[config.mk]
export PLATFORM = sky130hd
export DESIGN_NAME = fusion_pairer
export DESIGN_NICKNAME = d
export VERILOG_FILES = /design/src/rtl/fusion_pairer_pkg.sv /design/src/rtl/fusion_pairer_ctrl.sv /design/src/rtl/fusion_pairer_datapath.sv /design/src/rtl/fusion_pairer.sv
export SDC_FILE = /design/constraint.sdc
export NUM_CORES = 1
export LEC_CHECK = 0
export ABC_AREA = 1
export BUFFER_PORTS_ARGS = -buffer_cell sky130_fd_sc_hd__buf_2
export CORE_AREA = 4 4 76 78
export DETAILED_ROUTE_END_ITERATION = 16
export DIE_AREA = 0 0 80 82
export PLACE_DENSITY = 0.64
export SYNTH_ARGS = -nofsm -noshare
export SYNTH_HDL_FRONTEND = slang
export SYNTH_SLANG_ARGS = --single-unit
[constraint.sdc]
create_clock -name clk -period 2.2 [get_ports clk]
set_input_delay 0.33 -clock clk [delete_from_list [all_inputs] [get_ports clk]]
set_output_delay 0.33 -clock clk [all_outputs]
set_load 0.1 [all_outputs]
[src/rtl/fusion_pairer_pkg.sv]
package fusion_pairer_pkg;

  typedef enum logic [1:0] {
    KIND_PASS  = 2'd0,
    KIND_FUSED = 2'd1,
    KIND_HELD  = 2'd2
  } outKind_e;

  typedef struct packed {
    logic     loadHold;
    outKind_e kind;
  } pairStrobe_t;

endpackage

[src/rtl/fusion_pairer_ctrl.sv]
module fusion_pairer_ctrl
  import fusion_pairer_pkg::*;
(
  input  logic        clk,
  input  logic        rstN,
  input  logic        flush,
  input  logic        inValid,
  input  logic        inFirst,
  input  logic        inSecond,
  input  logic        outReady,
  output logic        inReady,
  output logic        outValid,
  output logic        holdValid,
  output logic        errSeen,
  output pairStrobe_t strobe
);

  logic firstOnly;
  logic secondOnly;
  logic bothFlags;
  logic clearHold;
  logic errSet;

  assign firstOnly  = inFirst && !inSecond;
  assign secondOnly = inSecond && !inFirst;
  assign bothFlags  = inFirst && inSecond;

  always_comb begin
    strobe.loadHold = 1'b0;
    strobe.kind     = KIND_PASS;
    clearHold       = 1'b0;
    errSet          = 1'b0;
    inReady         = 1'b0;
    outValid        = 1'b0;
    if (flush) begin
      clearHold = 1'b1;
    end else if (holdValid) begin
      if (inValid) begin
        outValid = 1'b1;
        if (secondOnly) begin
          strobe.kind = KIND_FUSED;
          inReady     = outReady;
          clearHold   = outReady;
        end else begin
          strobe.kind = KIND_HELD;
          clearHold   = outReady;
          errSet      = outReady;
        end
      end
    end else if (inValid) begin
      if (firstOnly) begin
        inReady         = outReady;
        strobe.loadHold = outReady;
      end else begin
        outValid    = 1'b1;
        strobe.kind = KIND_PASS;
        inReady     = outReady;
        errSet      = outReady && (secondOnly || bothFlags);
      end
    end
  end

  always_ff @(posedge clk) begin
    if (!rstN) begin
      holdValid <= 1'b0;
      errSeen   <= 1'b0;
    end else begin
      if (strobe.loadHold) holdValid <= 1'b1;
      else if (clearHold)  holdValid <= 1'b0;
      if (errSet) errSeen <= 1'b1;
    end
  end

  AST_INREADY_NEEDS_DOWNSTREAM: assert property (@(posedge clk) disable iff (!rstN)
    !outReady |-> !inReady);
  AST_FLUSH_SILENCES: assert property (@(posedge clk) disable iff (!rstN)
    flush |-> (!outValid && !inReady));
  AST_FLUSH_EMPTIES: assert property (@(posedge clk) disable iff (!rstN)
    flush |=> !holdValid);
  AST_ERR_STICKY: assert property (@(posedge clk) disable iff (!rstN)
    errSeen |=> errSeen);
  AST_WAIT_SILENT: assert property (@(posedge clk) disable iff (!rstN)
    (holdValid && !inValid) |-> !outValid);
  AST_FUSED_NEEDS_HOLD: assert property (@(posedge clk) disable iff (!rstN)
    (outValid && strobe.kind == KIND_FUSED) |-> holdValid);

endmodule

[src/rtl/fusion_pairer_datapath.sv]
module fusion_pairer_datapath
  import fusion_pairer_pkg::*;
#(
  parameter int OPW  = 8,
  parameter int REGW = 5
) (
  input  logic            clk,
  input  logic            rstN,
  input  pairStrobe_t     strobe,
  input  logic [OPW-1:0]  inOpcode,
  input  logic [REGW-1:0] inDest,
  input  logic [REGW-1:0] inSrcA,
  input  logic [REGW-1:0] inSrcB,
  output logic            outFused,
  output logic [OPW-1:0]  outOpA,
  output logic [OPW-1:0]  outOpB,
  output logic [REGW-1:0] outDest,
  output logic [REGW-1:0] outSrcA,
  output logic [REGW-1:0] outSrcB,
  output logic [REGW-1:0] outSrcC,
  output logic [REGW-1:0] outSrcD
);

  localparam logic [OPW-1:0]  OP_NONE  = '0;
  localparam logic [REGW-1:0] REG_NONE = '0;

  logic [OPW-1:0]  holdOp;
  logic [REGW-1:0] holdDest;
  logic [REGW-1:0] holdSrcA;
  logic [REGW-1:0] holdSrcB;

  always_ff @(posedge clk) begin
    if (!rstN) begin
      holdOp   <= OP_NONE;
      holdDest <= REG_NONE;
      holdSrcA <= REG_NONE;
      holdSrcB <= REG_NONE;
    end else if (strobe.loadHold) begin
      holdOp   <= inOpcode;
      holdDest <= inDest;
      holdSrcA <= inSrcA;
      holdSrcB <= inSrcB;
    end
  end

  always_comb begin
    outFused = 1'b0;
    outOpA   = inOpcode;
    outOpB   = OP_NONE;
    outDest  = inDest;
    outSrcA  = inSrcA;
    outSrcB  = inSrcB;
    outSrcC  = REG_NONE;
    outSrcD  = REG_NONE;
    unique case (strobe.kind)
      KIND_FUSED: begin
        outFused = 1'b1;
        outOpA   = holdOp;
        outOpB   = inOpcode;
        outDest  = inDest;
        outSrcA  = holdSrcA;
        outSrcB  = holdSrcB;
        outSrcC  = inSrcA;
        outSrcD  = inSrcB;
      end
      KIND_HELD: begin
        outOpA  = holdOp;
        outDest = holdDest;
        outSrcA = holdSrcA;
        outSrcB = holdSrcB;
      end
      default: ;
    endcase
  end

  AST_LOAD_ONLY_IDLE_KIND: assert property (@(posedge clk) disable iff (!rstN)
    strobe.loadHold |-> strobe.kind == KIND_PASS);

endmodule

[src/rtl/fusion_pairer.sv]
module fusion_pairer
  import fusion_pairer_pkg::*;
#(
  parameter int OPW  = 8,
  parameter int REGW = 5
) (
  input  logic            clk,
  input  logic            rstN,
  input  logic            flush,
  input  logic            inValid,
  output logic            inReady,
  input  logic            inFirst,
  input  logic            inSecond,
  input  logic [OPW-1:0]  inOpcode,
  input  logic [REGW-1:0] inDest,
  input  logic [REGW-1:0] inSrcA,
  input  logic [REGW-1:0] inSrcB,
  output logic            outValid,
  input  logic            outReady,
  output logic            outFused,
  output logic [OPW-1:0]  outOpA,
  output logic [OPW-1:0]  outOpB,
  output logic [REGW-1:0] outDest,
  output logic [REGW-1:0] outSrcA,
  output logic [REGW-1:0] outSrcB,
  output logic [REGW-1:0] outSrcC,
  output logic [REGW-1:0] outSrcD,
  output logic            errSeen
);

  pairStrobe_t strobe;
  logic        holdValid;

  fusion_pairer_ctrl ctrl_i (
    .clk      (clk),
    .rstN     (rstN),
    .flush    (flush),
    .inValid  (inValid),
    .inFirst  (inFirst),
    .inSecond (inSecond),
    .outReady (outReady),
    .inReady  (inReady),
    .outValid (outValid),
    .holdValid(holdValid),
    .errSeen  (errSeen),
    .strobe   (strobe)
  );

  fusion_pairer_datapath #(.OPW(OPW), .REGW(REGW)) dp_i (
    .clk     (clk),
    .rstN    (rstN),
    .strobe  (strobe),
    .inOpcode(inOpcode),
    .inDest  (inDest),
    .inSrcA  (inSrcA),
    .inSrcB  (inSrcB),
    .outFused(outFused),
    .outOpA  (outOpA),
    .outOpB  (outOpB),
    .outDest (outDest),
    .outSrcA (outSrcA),
    .outSrcB (outSrcB),
    .outSrcC (outSrcC),
    .outSrcD (outSrcD)
  );

  AST_STALL_KEEPS_HOLD: assert property (@(posedge clk) disable iff (!rstN)
    (holdValid && !outReady && !flush) |=> holdValid);
  AST_UNFUSED_ZERO_CD: assert property (@(posedge clk) disable iff (!rstN)
    (outValid && !outFused) |-> (outSrcC == '0 && outSrcD == '0 && outOpB == '0));

endmodule

Word level (Yosys, flattened, before mapping)
Cells that the tools add are included.
Word-level totals
  register bits after elaboration: 25
  bits of input ports: 30
  output and inout port bits: 45
  word-level logic and storage cells: 52
Operators by class
  equal/unequal tests: 2
  multiplexer cells: 35
  reduce and logical (&&, ||, !) cells: 9
Operator list (count)
  5-bit two-way mux: 5
  1-bit two-way mux: 23
  8-bit two-way mux: 2
  2-bit two-way mux: 3
  3-bit two-way mux: 2
  1-bit logical AND: 4
  2-bit by 1-bit equality test with 1-bit output, second input constant: 1
  2-bit equality test, second input constant: 1
  1-bit logical NOT: 2
  2-bit nonzero test: 1
  2-bit OR reduction: 1
  1-bit logical OR: 1

Logic depth before layout (Yosys ltp)
Gate-level depths: netlist (run 1).
  depth after elaboration: 9
  gate-level depth with buffers: 9
  gate-level depth less buffers: 7

Cells and area by module
Synthesis (run 1) repeated with hierarchy kept, for this count alone.
Second synthesis, totals
  cells, all modules: 267
  area, all modules: 1567.8 um^2
By module, submodules not included
  fusion_pairer_datapath: times used 1, cells each 239, area an instance 1398.8 um^2, seq. area each 460.4 um^2
  fusion_pairer_ctrl: times used 1, cells each 28, area an instance 168.9 um^2, seq. area each 40.0 um^2

Least setup slack after synthesis (run 1)
Ideal clock, no wire load.
  path kind: register to output
  from: register ctrl_i.holdValid
  to: output port outDest[0]
  arrival time: 3117 ps
  data required time: 1870 ps
  path slack: -1247 ps
  cell stages (with the launch flop): 5
  buffers on the path: 1
  cell sequence: dfxtp_1 nand4_1 ha_1 clkbuf_1 o21ai_0
Between the ends
  longest elaborated chain between the ends: 4
RTL lines
  start, declared: RTL line fusion_pairer_ctrl.sv:13  | output logic holdValid,
  start signal, assigned: RTL line fusion_pairer_ctrl.sv:65  | holdValid <= 1'b0;
  start signal, assigned: RTL line fusion_pairer_ctrl.sv:68  | if (strobe.loadHold) holdValid <= 1'b1;
  start signal, assigned: RTL line fusion_pairer_ctrl.sv:69  | else if (clearHold) holdValid <= 1'b0;
  2-bit two-way mux: RTL line fusion_pairer_ctrl.sv:37  | end else if (holdValid) begin
  3-bit two-way mux: RTL line fusion_pairer_ctrl.sv:35  | if (flush) begin
  2-bit equality test: RTL line fusion_pairer_datapath.sv:55  | unique case (strobe.kind)
  5-bit two-way mux: RTL line fusion_pairer_datapath.sv:55
  end, declared: RTL line fusion_pairer.sv:23  | output logic [REGW-1:0] outDest,
Every way passes these cells.

Worst setup path after layout (run 1)
  from: register ctrl_i.holdValid
  to: output port outOpA[3]
Between the ends
  longest elaborated chain between the ends: 5
  elaborated cells on any way between the ends: 6
  classes of those cells: 2 x eq/ne; 3 x mux; 1 x reduce/logical
RTL lines
  2-bit two-way mux (*): RTL line fusion_pairer_ctrl.sv:37
  3-bit two-way mux (*): RTL line fusion_pairer_ctrl.sv:35
  2-bit equality test or 2-bit by 1-bit equality test with 1-bit output (tied branches): RTL line fusion_pairer_datapath.sv:55
  2-bit OR reduction (no line) (*)
  8-bit two-way mux (*): RTL line fusion_pairer_datapath.sv:55
  end, declared: RTL line fusion_pairer.sv:21  | output logic [OPW-1:0] outOpA,
Every way passes the cells marked *; elsewhere a longest branch is shown, timed or not.

==> impl_metrics.toml, run 1 <==
[run_status]
outcome = "completed"

[layout]
fillers = 467
final-seq-area_sq_um = 504
layout_common_cells = "nor2_1 (61), nand2_1 (52), buf_12 (45), inv_1 (31), buf_2 (31)"
drive_gt1_share_pct = 40.8
final_cells = 411
final_common_cell = "nor2_1"
multi_input_area_sq_um = 1030
finish.instance_area_sq_um = 3050
diodes = 0
layout.nets = 374
post-route-util_pct = 60.1
syn_to_final_growth_pct = 91.0

[place]
dpl.cell_count = 404
gp_congestion = 0.788
io_buffers = 74
placed_area_sq_um = 2950
place_hpwl_microns = 3470
dp_slack_ns = 0.0537

[timing]
hold_viol = 0
setup_viol = 0
fin_worst_skew_ns = 0.00323
fin_crit_ns = 2.17
relSlewSlack_pct = 60.0
setup_tns_ns = 0
slew_viol_final = 0
rsz0062_at_grt = "true"
worst_slew_pin_slew_ns = 0.598
fmax_mhz = 461
fin_ws_ns = 0.0301
worst_hold_slack_ns = 0.406
period_share_pct = 98.6

[worst_setup_path]
startpoint_type = "flop"
critical_path_arrival_ns = 1.84
cp.required_ns = 1.87
critical_path_buf_inv_count = 3
critPathKind = "reg -> out"
crit_path_top_delay_cell = "dfxtp_4"
critical_path.top_delay_family = "buffers and inverters"
cp_cell_sequence = "nand4_1 -> inv_1 -> ha_2 -> bufbuf_16 -> a21oi_4 -> buf_12"
setup.worst_path.end_class = "output pin"
critPathMaxStageDelay_ns = 0.37
critPathMaxFanout = 13

[power_and_ir_drop]
power_density_nw_per_um2 = 390
leakage_nw = 1.34
power_mw = 1.19
ir_worst_vdd_mv = 0.253

[route]
ant_nets = 0
drtPass1Iterations = 4
vias = 1848
post-route-drc-count = 0
dr.first_iter.drc_count = 97
wl_microns = 4720
wl_per_cell_microns = 11.5
via_per_inst = 4.50

[synthesis]
yosys_warnings = 0
synth_nets = 302
ys_ff_latch = 25
synth_area_sq_um = 1600
syn_avg_cell_area_sq_um = 5.92
synth.distinct_cells = 20
syn_inst = 270
yosysSeqAreaShare_pct = 31.3

[grt]
grt_max_degree = 26
grt.total_usage_pct = 14.7
grt_pass1_vias = 1794
grt.overflow.total = 0
antenna_found_initial = 0
grt_pass1_wl_microns = 7810

[floorplan]
ioPinCount = 75
start_util_pct = 31.5
core_area_sq_um = 5070
dieArea_sq_um = 6560
num_rows = 26
die_w_microns = 80
fp.dieH_microns = 82

[min_path]
hold_path_class = "in -> reg"

[clocking]
clk_pin_slew_worst_paths_ns = 0.08
cts_buffer_depth = 2
hold_buffers = 0
cts_tree = "yes"
cts-root-buf = "clkbuf_8"
ctsHtreeMaxLevel = 1
cts_sinks = 25
clkLatencyLatePin_ns = 0.26
cts_inserted_buffers = 3

[run]
cap_violations = 0
-- report_power, final --
group / leakage, nW / internal, mW / switching [mW]
Sequential: 0.203 / 0.461 / 0.00514
Clock: 0.0228 / 0.129 / 0.129
Combinational: 1.11 / 0.159 / 0.308
-- area by class of cell --
| cell class | count | area share (%) |
|---|---|---|
| multi-input combinational | 179 | 33.6 |
| timing repair buffer | 82 | 37.0 |
| clock buffer | 4 | 1.48 |
| sequential | 25 | 16.5 |
| tap | 70 | 2.87 |
| inverter | 51 | 8.49 |
-- path summary, 6_finish.rpt --
path / endpoint / from / slack (ns) / cells past startpoint
hold / removal: dp_i.holdDest[4] / inDest[4] / 0.41 / 5
setup / recovery: outOpA[3] / ctrl_i.holdValid / 0.03 / 6
hold reg to reg: ctrl_i.errSeen / ctrl_i.errSeen / 0.46 / 2
setup reg to reg: dp_i.holdSrcB[0] / ctrl_i.holdValid / 0.79 / 6
-- tightest hold or removal path: stages --
cell,delay (ns)
buf_2,0.08
inv_1,0.04
nand3_1,0.07
nand2_1,0.05
nor2_1,0.06
-- timing repair --
action                                 4_1_cts  5_1_grt
endpoints found under the hold margin        0        0
buffers inserted                             2        0
gates resized for setup                      1        3
setup endpoints to repair                    6       21
cloned                                       1        0
-- synthesized netlist by cell type (all sizes together) --
library cell	count	share of area [%]
a21oi	20	6.3
buf	13	6.0
clkbuf	2	0.47
dfxtp	25	31
ha	2	1.6
inv	51	12
nand2	53	13
nand3	29	9.7
nand4	1	0.39
nor2	68	18
nor3	1	0.31
o21ai	5	1.6
-- kinds of logic after synthesis --
kind of cell	after synthesis	synth area share (%)
AND/OR/NAND/NOR	152	40.9
buffers and inverters	66	18.4
AO/OA/AOI/OAI	25	7.83
flip-flops	25	31.3
adder cells (fa/ha/maj)	2	1.57
-- sequential cells by signal, summed over array words and instances, names as in the netlist --
| register | flops |
|---|---|
| ctrl_i.errSeen | 1 |
| ctrl_i.holdValid | 1 |
| dp_i.holdDest | 5 |
| dp_i.holdOp | 8 |
| dp_i.holdSrcA | 5 |
| dp_i.holdSrcB | 5 |
-- routing by layer --
metal,global-route usage [%],routed length (microns)
met3,2.85,254
met4,3.38,23
met5,0,0
met2,27.7,2480
met1,17.1,1960
(Power assumes the default switching activity.)
==> run 2: changes to the inputs <==
Clock period 2.2 ns to 2.4 ns, I/O delays scaled along.
==> run 2 against run 1 <==
- sequential share of layout area up 0.32 points
- routed wire length up 1.1%
- final cell count shrank 0.73%
- critical path depth did not move
- via count is 2.1% lower
- clock skew grew 0.0041 ns
- first-iteration DRC count decreased by 18%
- clock-buffer cell count is 1 lower
- cell area down 2.4%
- combinational power is 9.0% lower
- non-clock buffer count shrank 3
- critical path type unchanged
- critical endpoint is now outOpA[4]
==> impl_metrics.toml, run 2 (same netlist as run 1, synthesis figures left out) <==
[worst_setup_path]
critical_path_arrival_ns = 1.91
critPathMaxFanout = 11
startpoint_type = "flop"
crit_path_top_delay_cell = "dfxtp_2"
critPathMaxStageDelay_ns = 0.42
cp_cell_sequence = "nand3_1 -> ha_2 -> buf_4 -> nor2_1 -> a21oi_4 -> buf_12"
setup.worst_path.end_class = "output pin"
critPathKind = "reg -> out"
cp.required_ns = 2.04

[layout]
drive_gt1_share_pct = 39.9
fillers = 477
diodes = 0
syn_to_final_growth_pct = 86.5
largest_register_ffs = 8
regMostFlops = "dp_i.holdOp"
layout.nets = 371
layout_common_cells = "nor2_1 (62), nand2_1 (52), buf_12 (44), buf_2 (32), inv_1 (31)"
multi_input_area_sq_um = 1020
post-route-util_pct = 58.7
final-seq-area_sq_um = 502
final_common_cell = "nor2_1"

[power_and_ir_drop]
leakage_nw = 1.30
power_density_nw_per_um2 = 368
ir_worst_vdd_mv = 0.278
power_mw = 1.10

[clocking]
clkLatencyLatePin_ns = 0.26
post_cts_resized = 0
hold_buffers = 0
ctsHtreeMaxLevel = 1
cts_buffer_depth = 2
cts_tree = "yes"
cts_setup_buffers = 0
clk_pin_slew_worst_paths_ns = 0.09
cts-root-buf = "clkbuf_8"
cts_inserted_buffers = 3
cts_sinks = 25

[floorplan]
fp.dieH_microns = 82
start_util_pct = 31.5
num_rows = 26
die_w_microns = 80
dieArea_sq_um = 6560
core_area_sq_um = 5070
ioPinCount = 75

[grt]
grt.total_usage_pct = 14.7
grt_pass1_vias = 1679
antenna_found_initial = 0
grt_max_degree = 26
grt.overflow.total = 0
grt_pass1_wl_microns = 7690

[timing]
worst_slew_pin_slew_ns = 0.579
relSlewSlack_pct = 61.3
setup_viol = 0
rsz0062_at_grt = "false"
fmax_mhz = 441
fin_crit_ns = 2.27
fin_worst_skew_ns = 0.00732
period_share_pct = 94.4
slew_viol_final = 0
hold_viol = 0

[route]
ant_nets = 0
post-route-drc-count = 0
via_per_inst = 4.44
dr.first_iter.drc_count = 80
wl_per_cell_microns = 11.7
drtPass1Iterations = 4
vias = 1810
wl_microns = 4770

[run_status]
outcome = "completed"

[run]
cap_violations = 0

[place]
io_buffers = 74
place_hpwl_microns = 3620
gp_congestion = 0.790

[min_path]
hold_path_class = "in -> reg"
run 2: cell types whose count changed in the layout (fill, tap and decap cells not counted), sizes merged:
cell,before,now
buf,81,79
clkbuf,4,3
bufbuf,1,0
clkinv,0,1
run 2: report_power, final:
| group | internal (mW) | switching, mW |
|---|---|---|
| combinational | 0.143 | 0.282 |
| sequential | 0.424 | 0.00510 |
| clock | 0.116 | 0.127 |
| total | 0.683 | 0.414 |
run 2: per-layer routing:
| layer | vias up | routed length (microns) | global-route usage, % |
|---|---|---|---|
| met2 | 58 | 2440 | 27.6 |
| met4 | 0 | 21 | 3.21 |
| met5 | - | 0 | 0 |
| met3 | 2 | 322 | 2.85 |
| li1 | 942 | - | - |
| met1 | 808 | 1980 | 17.1 |
run 2: layout make-up:
type / instances / area share [%]
repair buffers: 79 / 35.7
multi-input cells: 179 / 34.3
flip-flops and latches: 25 / 16.8
inverters: 51 / 8.69
well taps: 70 / 2.94
clock buffers: 3 / 1.39
clock inverters: 1 / 0.168
run 2: worst max-delay path, delay by kind of cell, from the launching register on:
kind / cells / cell delay (ns)
AO/OA/AOI/OAI: 1 / 0.15
adder cells (fa/ha/maj): 1 / 0.38
flip-flops: 1 / 0.42
buffers and inverters: 2 / 0.46
AND/OR/NAND/NOR: 2 / 0.24
run 2: stage by stage:
stage          worst slack [ns]  TNS, ns  std cells  hold WS (ns)  area (sq um)
2_1_floorplan            -0.376    -3.19        270         0.455          1890
3_3_place_gp              0.199        0        404         0.445          2930
3_5_place_dp              0.152        0        404         0.441          2930
4_1_cts                  0.0194        0        408         0.427          2980
5_1_grt                  0.0112        0        408         0.440          2980
6_report                  0.134        0        408         0.425          2980
run 2: path summary, 6_finish.rpt:
check	startpoint	depth (start not counted)	slack (ns)	to
min reg2reg	ctrl_i.errSeen	2	0.45	ctrl_i.errSeen
max	ctrl_i.holdValid	6	0.13	outOpA[4]
max reg2reg	ctrl_i.holdValid	5	1.16	dp_i.holdOp[7]
min	inDest[4]	5	0.43	dp_i.holdDest[4]
